===== src/rtl/vsp_pkg.sv =====
package vsp_pkg;
  localparam int DEF_POS_W = 12;
  localparam int DEF_LEN_W = 10;
  localparam int DEF_REP_W = 12;
  localparam int NTOG      = 3;
endpackage


===== src/rtl/vsp_cfg_regs.sv =====
module vsp_cfg_regs #(
  parameter int POS_W = vsp_pkg::DEF_POS_W,
  parameter int LEN_W = vsp_pkg::DEF_LEN_W,
  parameter int REP_W = vsp_pkg::DEF_REP_W,
  parameter int NTOG  = vsp_pkg::NTOG
) (
  input  logic                       clk,
  input  logic                       rst,
  input  logic                       capture,
  input  logic                       sweep_d,
  input  logic                       pol_d,
  input  logic [LEN_W-1:0]           len_d,
  input  logic [REP_W-1:0]           rep_d,
  input  logic [NTOG-1:0][POS_W-1:0] tog_d,
  output logic                       open_q,
  output logic                       sweep_q,
  output logic                       pol_q,
  output logic [LEN_W-1:0]           len_q,
  output logic [REP_W-1:0]           rep_q,
  output logic [NTOG-1:0][POS_W-1:0] tog_q
);
  always_ff @(posedge clk) begin
    if (rst) begin
      open_q  <= 1'b0;
      sweep_q <= 1'b0;
      pol_q   <= 1'b0;
      len_q   <= '0;
      rep_q   <= '0;
      tog_q   <= '0;
    end else if (capture) begin
      open_q  <= 1'b1;
      sweep_q <= sweep_d;
      pol_q   <= pol_d;
      len_q   <= len_d;
      rep_q   <= rep_d;
      tog_q   <= tog_d;
    end
  end
endmodule


===== src/rtl/vsp_pos_counter.sv =====
module vsp_pos_counter #(
  parameter int LEN_W = vsp_pkg::DEF_LEN_W,
  parameter int REP_W = vsp_pkg::DEF_REP_W
) (
  input  logic             clk,
  input  logic             rst,
  input  logic             load,
  input  logic             load_ok,
  input  logic [LEN_W-1:0] len_q,
  input  logic [REP_W-1:0] rep_q,
  output logic             active,
  output logic [LEN_W-1:0] pix,
  output logic [REP_W-1:0] rep,
  output logic             wrap,
  output logic             fin
);
  localparam logic [LEN_W-1:0] ONE_L = LEN_W'(1);
  localparam logic [REP_W-1:0] ONE_R = REP_W'(1);

  logic last_pix, last_rep;

  assign last_pix = (pix == (len_q - ONE_L));
  assign last_rep = (rep == (rep_q - ONE_R));
  assign wrap     = active & last_pix;
  assign fin      = wrap & last_rep;

  always_ff @(posedge clk) begin
    if (rst) begin
      active <= 1'b0;
      pix    <= '0;
      rep    <= '0;
    end else if (load) begin
      active <= load_ok;
      pix    <= '0;
      rep    <= '0;
    end else if (active) begin
      if (last_pix) begin
        pix <= '0;
        if (last_rep) active <= 1'b0;
        else          rep    <= rep + ONE_R;
      end else begin
        pix <= pix + ONE_L;
      end
    end
  end
endmodule


===== src/rtl/vsp_level_shaper.sv =====
module vsp_level_shaper #(
  parameter int POS_W = vsp_pkg::DEF_POS_W,
  parameter int LEN_W = vsp_pkg::DEF_LEN_W,
  parameter int NTOG  = vsp_pkg::NTOG
) (
  input  logic                       clk,
  input  logic                       rst,
  input  logic                       load,
  input  logic                       load_pol,
  input  logic                       active,
  input  logic                       wrap,
  input  logic                       fin,
  input  logic [LEN_W-1:0]           pix,
  input  logic                       pol_q,
  input  logic [NTOG-1:0][POS_W-1:0] tog_q,
  output logic                       v_o,
  output logic                       done_o
);
  logic [NTOG-1:0] hit_vec;
  logic            phase;
  logic            lvl;

  for (genvar k = 0; k < NTOG; k++) begin : g_cmp
    assign hit_vec[k] = (POS_W'(pix) == tog_q[k]);
  end

  // Level of the current element: running phase flipped by any matching positions
  assign lvl = phase ^ (^hit_vec);

  always_ff @(posedge clk) begin
    if (rst) begin
      phase  <= 1'b0;
      v_o    <= 1'b0;
      done_o <= 1'b0;
    end else begin
      v_o    <= active ? lvl : pol_q;
      done_o <= fin;
      if (load)        phase <= load_pol;
      else if (wrap)   phase <= pol_q;
      else if (active) phase <= lvl;
    end
  end
endmodule


===== src/rtl/vsp_sweep_gen.sv =====
module vsp_sweep_gen #(
  parameter int POS_W = vsp_pkg::DEF_POS_W,
  parameter int LEN_W = vsp_pkg::DEF_LEN_W,
  parameter int REP_W = vsp_pkg::DEF_REP_W
) (
  input  logic             clk,
  input  logic             rst,
  input  logic             hd_i,
  input  logic             region_start_i,
  input  logic             cfg_sweep_i,
  input  logic             cfg_pol_i,
  input  logic [LEN_W-1:0] cfg_len_i,
  input  logic [REP_W-1:0] cfg_rep_i,
  input  logic [POS_W-1:0] cfg_tog0_i,
  input  logic [POS_W-1:0] cfg_tog1_i,
  input  logic [POS_W-1:0] cfg_tog2_i,
  output logic             v_o,
  output logic             done_o
);
  localparam int NTOG = vsp_pkg::NTOG;

  logic                       open_q, sweep_q, pol_q;
  logic [LEN_W-1:0]           len_q;
  logic [REP_W-1:0]           rep_q;
  logic [NTOG-1:0][POS_W-1:0] tog_q;
  logic                       load, load_ok, load_pol;
  logic                       cnt_active, cnt_wrap, cnt_fin;
  logic [LEN_W-1:0]           cnt_pix;
  logic [REP_W-1:0]           cnt_rep;

  vsp_cfg_regs #(.POS_W(POS_W), .LEN_W(LEN_W), .REP_W(REP_W), .NTOG(NTOG)) cfg_i (
    .clk     (clk),
    .rst     (rst),
    .capture (region_start_i),
    .sweep_d (cfg_sweep_i),
    .pol_d   (cfg_pol_i),
    .len_d   (cfg_len_i),
    .rep_d   (cfg_rep_i),
    .tog_d   ({cfg_tog2_i, cfg_tog1_i, cfg_tog0_i}),
    .open_q  (open_q),
    .sweep_q (sweep_q),
    .pol_q   (pol_q),
    .len_q   (len_q),
    .rep_q   (rep_q),
    .tog_q   (tog_q)
  );

  // Region start wins; HD restarts only an open normal-mode region
  always_comb begin
    load     = region_start_i | (hd_i & open_q & ~sweep_q);
    load_ok  = region_start_i ? ((cfg_rep_i != '0) && (cfg_len_i != '0))
                              : ((rep_q != '0) && (len_q != '0));
    load_pol = region_start_i ? cfg_pol_i : pol_q;
  end

  vsp_pos_counter #(.LEN_W(LEN_W), .REP_W(REP_W)) cnt_i (
    .clk     (clk),
    .rst     (rst),
    .load    (load),
    .load_ok (load_ok),
    .len_q   (len_q),
    .rep_q   (rep_q),
    .active  (cnt_active),
    .pix     (cnt_pix),
    .rep     (cnt_rep),
    .wrap    (cnt_wrap),
    .fin     (cnt_fin)
  );

  vsp_level_shaper #(.POS_W(POS_W), .LEN_W(LEN_W), .NTOG(NTOG)) shp_i (
    .clk      (clk),
    .rst      (rst),
    .load     (load),
    .load_pol (load_pol),
    .active   (cnt_active),
    .wrap     (cnt_wrap),
    .fin      (cnt_fin),
    .pix      (cnt_pix),
    .pol_q    (pol_q),
    .tog_q    (tog_q),
    .v_o      (v_o),
    .done_o   (done_o)
  );
endmodule


===== config.mk =====
export PLATFORM = sky130hd
export DESIGN_NAME = vsp_sweep_gen
export DESIGN_NICKNAME = d
export VERILOG_FILES = /design/src/rtl/vsp_pkg.sv /design/src/rtl/vsp_cfg_regs.sv /design/src/rtl/vsp_pos_counter.sv /design/src/rtl/vsp_level_shaper.sv /design/src/rtl/vsp_sweep_gen.sv
export SDC_FILE = /design/constraint.sdc
export NUM_CORES = 1
export LEC_CHECK = 0
export CAP_MARGIN = 25
export CORE_AREA = 4 4 96 98
export DETAILED_ROUTE_END_ITERATION = 6
export DIE_AREA = 0 0 100 102
export PLACE_DENSITY = 0.79
export SETUP_SLACK_MARGIN = 0.05
export SYNTH_ARGS = -nofsm -noshare
export SYNTH_HDL_FRONTEND = slang
export SYNTH_SLANG_ARGS = --single-unit

===== constraint.sdc =====
create_clock -name clk -period 3.6 [get_ports clk]
set_input_delay 0.9 -clock clk [delete_from_list [all_inputs] [get_ports clk]]
set_output_delay 0.9 -clock clk [all_outputs]
set_load 0.03 [all_outputs]

# After elaboration in Yosys (flattened, before gate mapping)
# Cells that the tools add are included.
totals:
  reg_bits: 87
  in_bits: 64
  out_inout_bits: 2
  wordCells: 52
classes:
  n_addsub: 4
  n_eq_ne: 5
  mux: 11
  n_bitwise: 8
  reduce_logical: 10
ops:
  columns: ["operator", "count"]
  rows:
  - ["$eq 10x12->1", 3]
  - ["$reduce_bool 12->1", 2]
  - ["$reduce_bool 10->1", 2]
  - ["$add 12x1->12 const B", 1]
  - ["$eq 12x12->1", 1]
  - ["$sub 12x1->12 const B", 1]
  - ["$add 10x1->10 const B", 1]
  - ["$eq 10x10->1", 1]
  - ["$mux 1", 10]
  - ["$mux 10", 1]
  - ["$sub 10x1->10 const B", 1]
  - ["$and 1x1->1", 4]
  - ["$reduce_and 3->1", 1]
  - ["$reduce_bool 3->1", 1]
  - ["$reduce_xor 3->1", 1]
  - ["$logic_and 1x1->1", 2]
  - ["$not 1->1", 2]
  - ["$reduce_or 2->1", 1]
  - ["$or 1x1->1", 1]
  - ["$xor 1x1->1", 1]

# Depth between registers and ports, before layout
depth:
  word_depth: 6
  depth_mapped: 12
  depth_no_buf: 9

# Cells and area by module
# A second synthesis with hierarchy kept.
unflattened:
  hier_cells: 532
  area_unflattened_um2: 4822.1
by_module_without_submodules:
  columns: ["mod", "n_inst", "cells_per_inst", "area_per_inst_um2", "seq_area_each_um2"]
  rows:
  - ["vsp_cfg_regs", 1, 197, 2189.6, 1221.2]
  - ["vsp_pos_counter", 1, 253, 2009.4, 460.4]
  - ["vsp_level_shaper", 1, 62, 486.7, 60.1]
  - ["vsp_sweep_gen", 1, 20, 136.4, 0.0]

# Worst setup path after synthesis
# Ideal clock, no wire load.
synth_path:
  path_type: "register to register"
  startpoint: "reg cfg_i.rep_q[0]"
  endpoint: "reg cnt_i.rep[1]"
  setup_time_ps: 128
  t_arrival_ps: 2817
  required_ps: 3472
  slack_ps: 655
  path_stages_with_launch: 12
  path_buffers: 2
  period_less_slack_ps: 2945
  path_cell_list: "dfxtp_1 > inv_1 > ha_1 > or3b_1 > or4_1 > a22o_1 > or4_4 > o2111ai_2 > buf_6 > buf_12 > mux2i_1 > nor2_1"
synth_via:
  elab_chain_cells: 4
synth_lines:
  columns: ["item", "line", "text"]
  rows:
  - ["start: declaration", "vsp_cfg_regs.sv:19", "output logic [REP_W-1:0] rep_q,"]
  - ["start signal: assignment", "vsp_cfg_regs.sv:35", "rep_q <= rep_d;"]
  - ["$sub 12x1->12", "vsp_pos_counter.sv:23", "assign last_rep = (rep == (rep_q - ONE_R));"]
  - ["$eq 12x12->1", "vsp_pos_counter.sv:23", null]
  - ["$not 1->1 (no line)", null, null]
  - ["$reduce_and 3->1 (no line)", null, null]
  - ["end signal: assignment", "vsp_pos_counter.sv:40", "else rep <= rep + ONE_R;"]
  - ["end: declaration", "vsp_pos_counter.sv:13", "output logic [REP_W-1:0] rep,"]
# No other way between the ends.
# A chain may end at the register's enable or synchronous reset.

# Worst setup path in the final report
# Ends and elaborated chain as after synthesis.

==> flow_metrics.env <==
export IMPL_status="complete, no violations"
export IMPL_placed_area_mm2=0.005160
export IMPL_port_buffer_count=65
export IMPL_synth_compound_area_share_pct=7.806
export IMPL_fmax_ghz=0.3269
export IMPL_ant_nets=0
export IMPL_finalSetupTns_ns=0
export IMPL_final_layout_size_suffix_gt1_share_pct=5.169
export IMPL_antenna_cells=0
export IMPL_fin_util_pct=63.29
export IMPL_wl_mm=10.50
export IMPL_total_power_mw=2.075
export IMPL_setup_ws_ns=0.5413
export IMPL_dp_hpwl_mm=7.699
export IMPL_synth_seq_area_share_pct=38.81
export IMPL_syn_num_nets=574
export IMPL_cts_buffers=9
export IMPL_period_needed_ns=3.059
export IMPL_slew_headroom_pct=54.35
export IMPL_avgSynthCellArea_um2=8.870
export IMPL_antenna_found_initial=0
export IMPL_grt_use_total_pct=20.79
export IMPL_cts_htree_levels=3
export IMPL_io_pins=66
export IMPL_cp_slowest_stage_delay_ns=0.52
export IMPL_ys_types=54
export IMPL_syn_to_final_growth_pct=19.38
export IMPL_highest_layer="met4"
export IMPL_start_kind="flip-flop"
export IMPL_wire_per_inst_um=15.69
export IMPL_cap_violations=0
export IMPL_hp_class="flip-flop to flip-flop"
export IMPL_synth_xor_area_share_pct=12.88
export IMPL_fin_skew_ns=0.009389
export IMPL_cts_hold_buf=0
export IMPL_synth_seq_cells=87
export IMPL_crit_fanout=22
export IMPL_via_per_inst=5.641
export IMPL_grt_pass1_wl_mm=17.16
export IMPL_route_layer_met1_wl_mm=4.719
export IMPL_ir_drop_v=0.0002457
export IMPL_clockBufferDepth=2
export IMPL_ys_warn_count=0
export IMPL_grt_pass1_vias=3698
export IMPL_nNetsFinal=624
export IMPL_multi_input_area_mm2=0.002572
export IMPL_stdcell_area_mm2=0.005358
export IMPL_total_leakage_power_nw=2.160
export IMPL_worstPathBufferInverterCount=2
export IMPL_async_flop_share_pct=0
export IMPL_post_place_ws_ns=0.5661
export IMPL_grt_overflow=0
export IMPL_via_count=3774
export IMPL_mostFrequentLayoutCells="nor2_1, dfxtp_1, clkdlybuf4s50_1, mux2i_1, xnor2_1"
export IMPL_core_mm2=0.008466
export IMPL_start_util_pct=53.02
export IMPL_syn_inst=506
export IMPL_crit_family="simple AND/OR/NAND/NOR gates"
export IMPL_drt_pass1_iterations=4
export IMPL_post_cts_resized=0
export IMPL_synth_top_family_by_area="simple AND/OR/NAND/NOR gates"
export IMPL_cp_slowest_cell="or4_4"
export IMPL_wl_met3_um=596
export IMPL_drc=0
export IMPL_die_w_um=100
export IMPL_root_buffer="clkbuf_8"
export IMPL_path_class="flip-flop to flip-flop"
export IMPL_clock_latency_ns=0.35
export IMPL_ys_flop_type="dfxtp_1"
export IMPL_hold_viol_final=0
export IMPL_synth_mux_area_share_pct=13.83
export IMPL_postCtsSetupBuffers=0
export IMPL_syn_cell_area_mm2=0.004488
export IMPL_worstMarginPinSlew_ns=0.6847
export IMPL_synth_edf_count=0
export IMPL_die_y_um=102
export IMPL_finalSetupViolCount=0
export IMPL_register_area_mm2=0.001742
export IMPL_cp_data_arrival_time_ns=3.28
export IMPL_worstSetupEndpointType="flip-flop"
export IMPL_wl_met2_mm=4.975
export IMPL_min_period_over_period_pct=84.97
export IMPL_grt_max_degree=55
export IMPL_fp_row_count=34
export IMPL_final_fill_count=718
export IMPL_place_congestion=0.8726
export IMPL_cts_sinks=87
export IMPL_die_area_mm2=0.01020
export IMPL_path_cells="inv_1, ha_1, or3b_1, or4_1, a22o_1, or4_4, o2111ai_2, buf_4, mux2i_1, nor2_1"
export IMPL_cts_tree="done"
export IMPL_synthAdderAreaFrac_pct=1.115
export IMPL_yosys_area_share_simple_pct=21.69
export IMPL_final_max_slew_viol_count=0
export IMPL_final_common_cell="nor2_1"
export IMPL_clk_pin_slew_worst_paths_ns=0.09
export IMPL_first_iter_violations=163
export IMPL_rsz0062_at_grt="no"
export IMPL_crit_required_ns=3.82
export IMPL_powerDensity_mw_per_mm2=387.3
-- layout make-up --
cell class              count  share of cell area [%]
clock buffers              11                   2.639
clock inverters             5                   1.051
inverters                  10                  0.7006
multi-input cells         379                   48.01
flip-flops and latches     87                   32.51
well taps                 108                   2.522
repair buffers             69                   12.56
-- flip-flops by register name, summed over array words and instances, names as in the netlist --
name / cells
cfg_i.tog_q: 36
cfg_i.rep_q: 12
cnt_i.rep: 12
cfg_i.len_q: 10
cnt_i.pix: 10
cfg_i.open_q: 1
cfg_i.pol_q: 1
cfg_i.sweep_q: 1
cnt_i.active: 1
shp_i.done_o: 1
shp_i.phase: 1
shp_i.v_o: 1
-- cells in the mapped netlist, types with 2 or more instances --
library cell	n	area share, %
o21ai_0	3	0.33
ha_1	4	1.1
nor3b_1	2	0.33
nor3_1	13	1.4
clkbuf_1	25	2.1
a31oi_1	4	0.56
and3_1	6	0.84
or4_1	10	1.7
xnor2_1	35	6.8
a21oi_1	16	1.8
nor2_1	89	7.4
nand4b_1	4	0.78
or2_2	3	0.42
o31ai_1	4	0.67
a31o_2	2	0.39
nand2b_1	2	0.28
xor2_1	31	6.0
buf_1	3	0.25
inv_1	10	0.84
nor4_1	9	1.3
a211oi_1	2	0.33
dfxtp_1	87	39
nand2_1	13	1.1
nand3_1	11	1.2
nand4_1	15	2.1
mux2i_1	62	14
o21ai_1	6	0.67
or3_1	7	0.98
o211ai_1	3	0.50
-- per-layer routing --
metal,GRT usage (%),vias to the layer above
li1,-,1882
met1,26.67,1780
met2,34.43,99
met3,3.823,13
met4,9.119,0
met5,0,-
-- worst min-delay path: stages, from the launching register on --
cell and delay (ns):
dfxtp_1 0.33, nor2_1 0.09, nor2_1 0.04
-- power by group --
group          total [mW]  leakage, nW  switching (mW)  internal (mW)
sequential           1.05        0.714          0.0472           1.01
clock               0.687       0.0997           0.347          0.341
combinational       0.334         1.35           0.154          0.179
-- cell families (layout without fill, tap and decap cells) --
kind of cell,after synthesis,count (layout)
flops,87,87
xor+xnor,66,66
mux,62,62
simple gates,194,194
compound gates,53,53
buf+inv,40,95
fa+ha+maj,4,4
-- path summary, 6_finish.rpt --
check,startpoint,slack [ns],endpoint,cells past startpoint
max reg2reg,cfg_i.rep_q[0]$_SDFFE_PP0P_,0.54,cnt_i.rep[1]$_SDFFE_PP0P_,10
min,cfg_i.open_q$_SDFFE_PP0P_,0.49,cfg_i.open_q$_SDFFE_PP0P_,2
max,cfg_i.rep_q[0]$_SDFFE_PP0P_,0.54,cnt_i.rep[1]$_SDFFE_PP0P_,10
min reg2reg,cfg_i.open_q$_SDFFE_PP0P_,0.49,cfg_i.open_q$_SDFFE_PP0P_,2
-- metrics by stage --
stage / hold WS [ns] / std cells
2_1_floorplan: 0.4355 / 506
3_3_place_gp: 0.4460 / 653
3_5_place_dp: 0.4556 / 653
4_1_cts: 0.4884 / 669
5_1_grt: 0.5167 / 669
6_report: 0.4883 / 669
No activity file was read; power rests on OpenSTA's default activity.
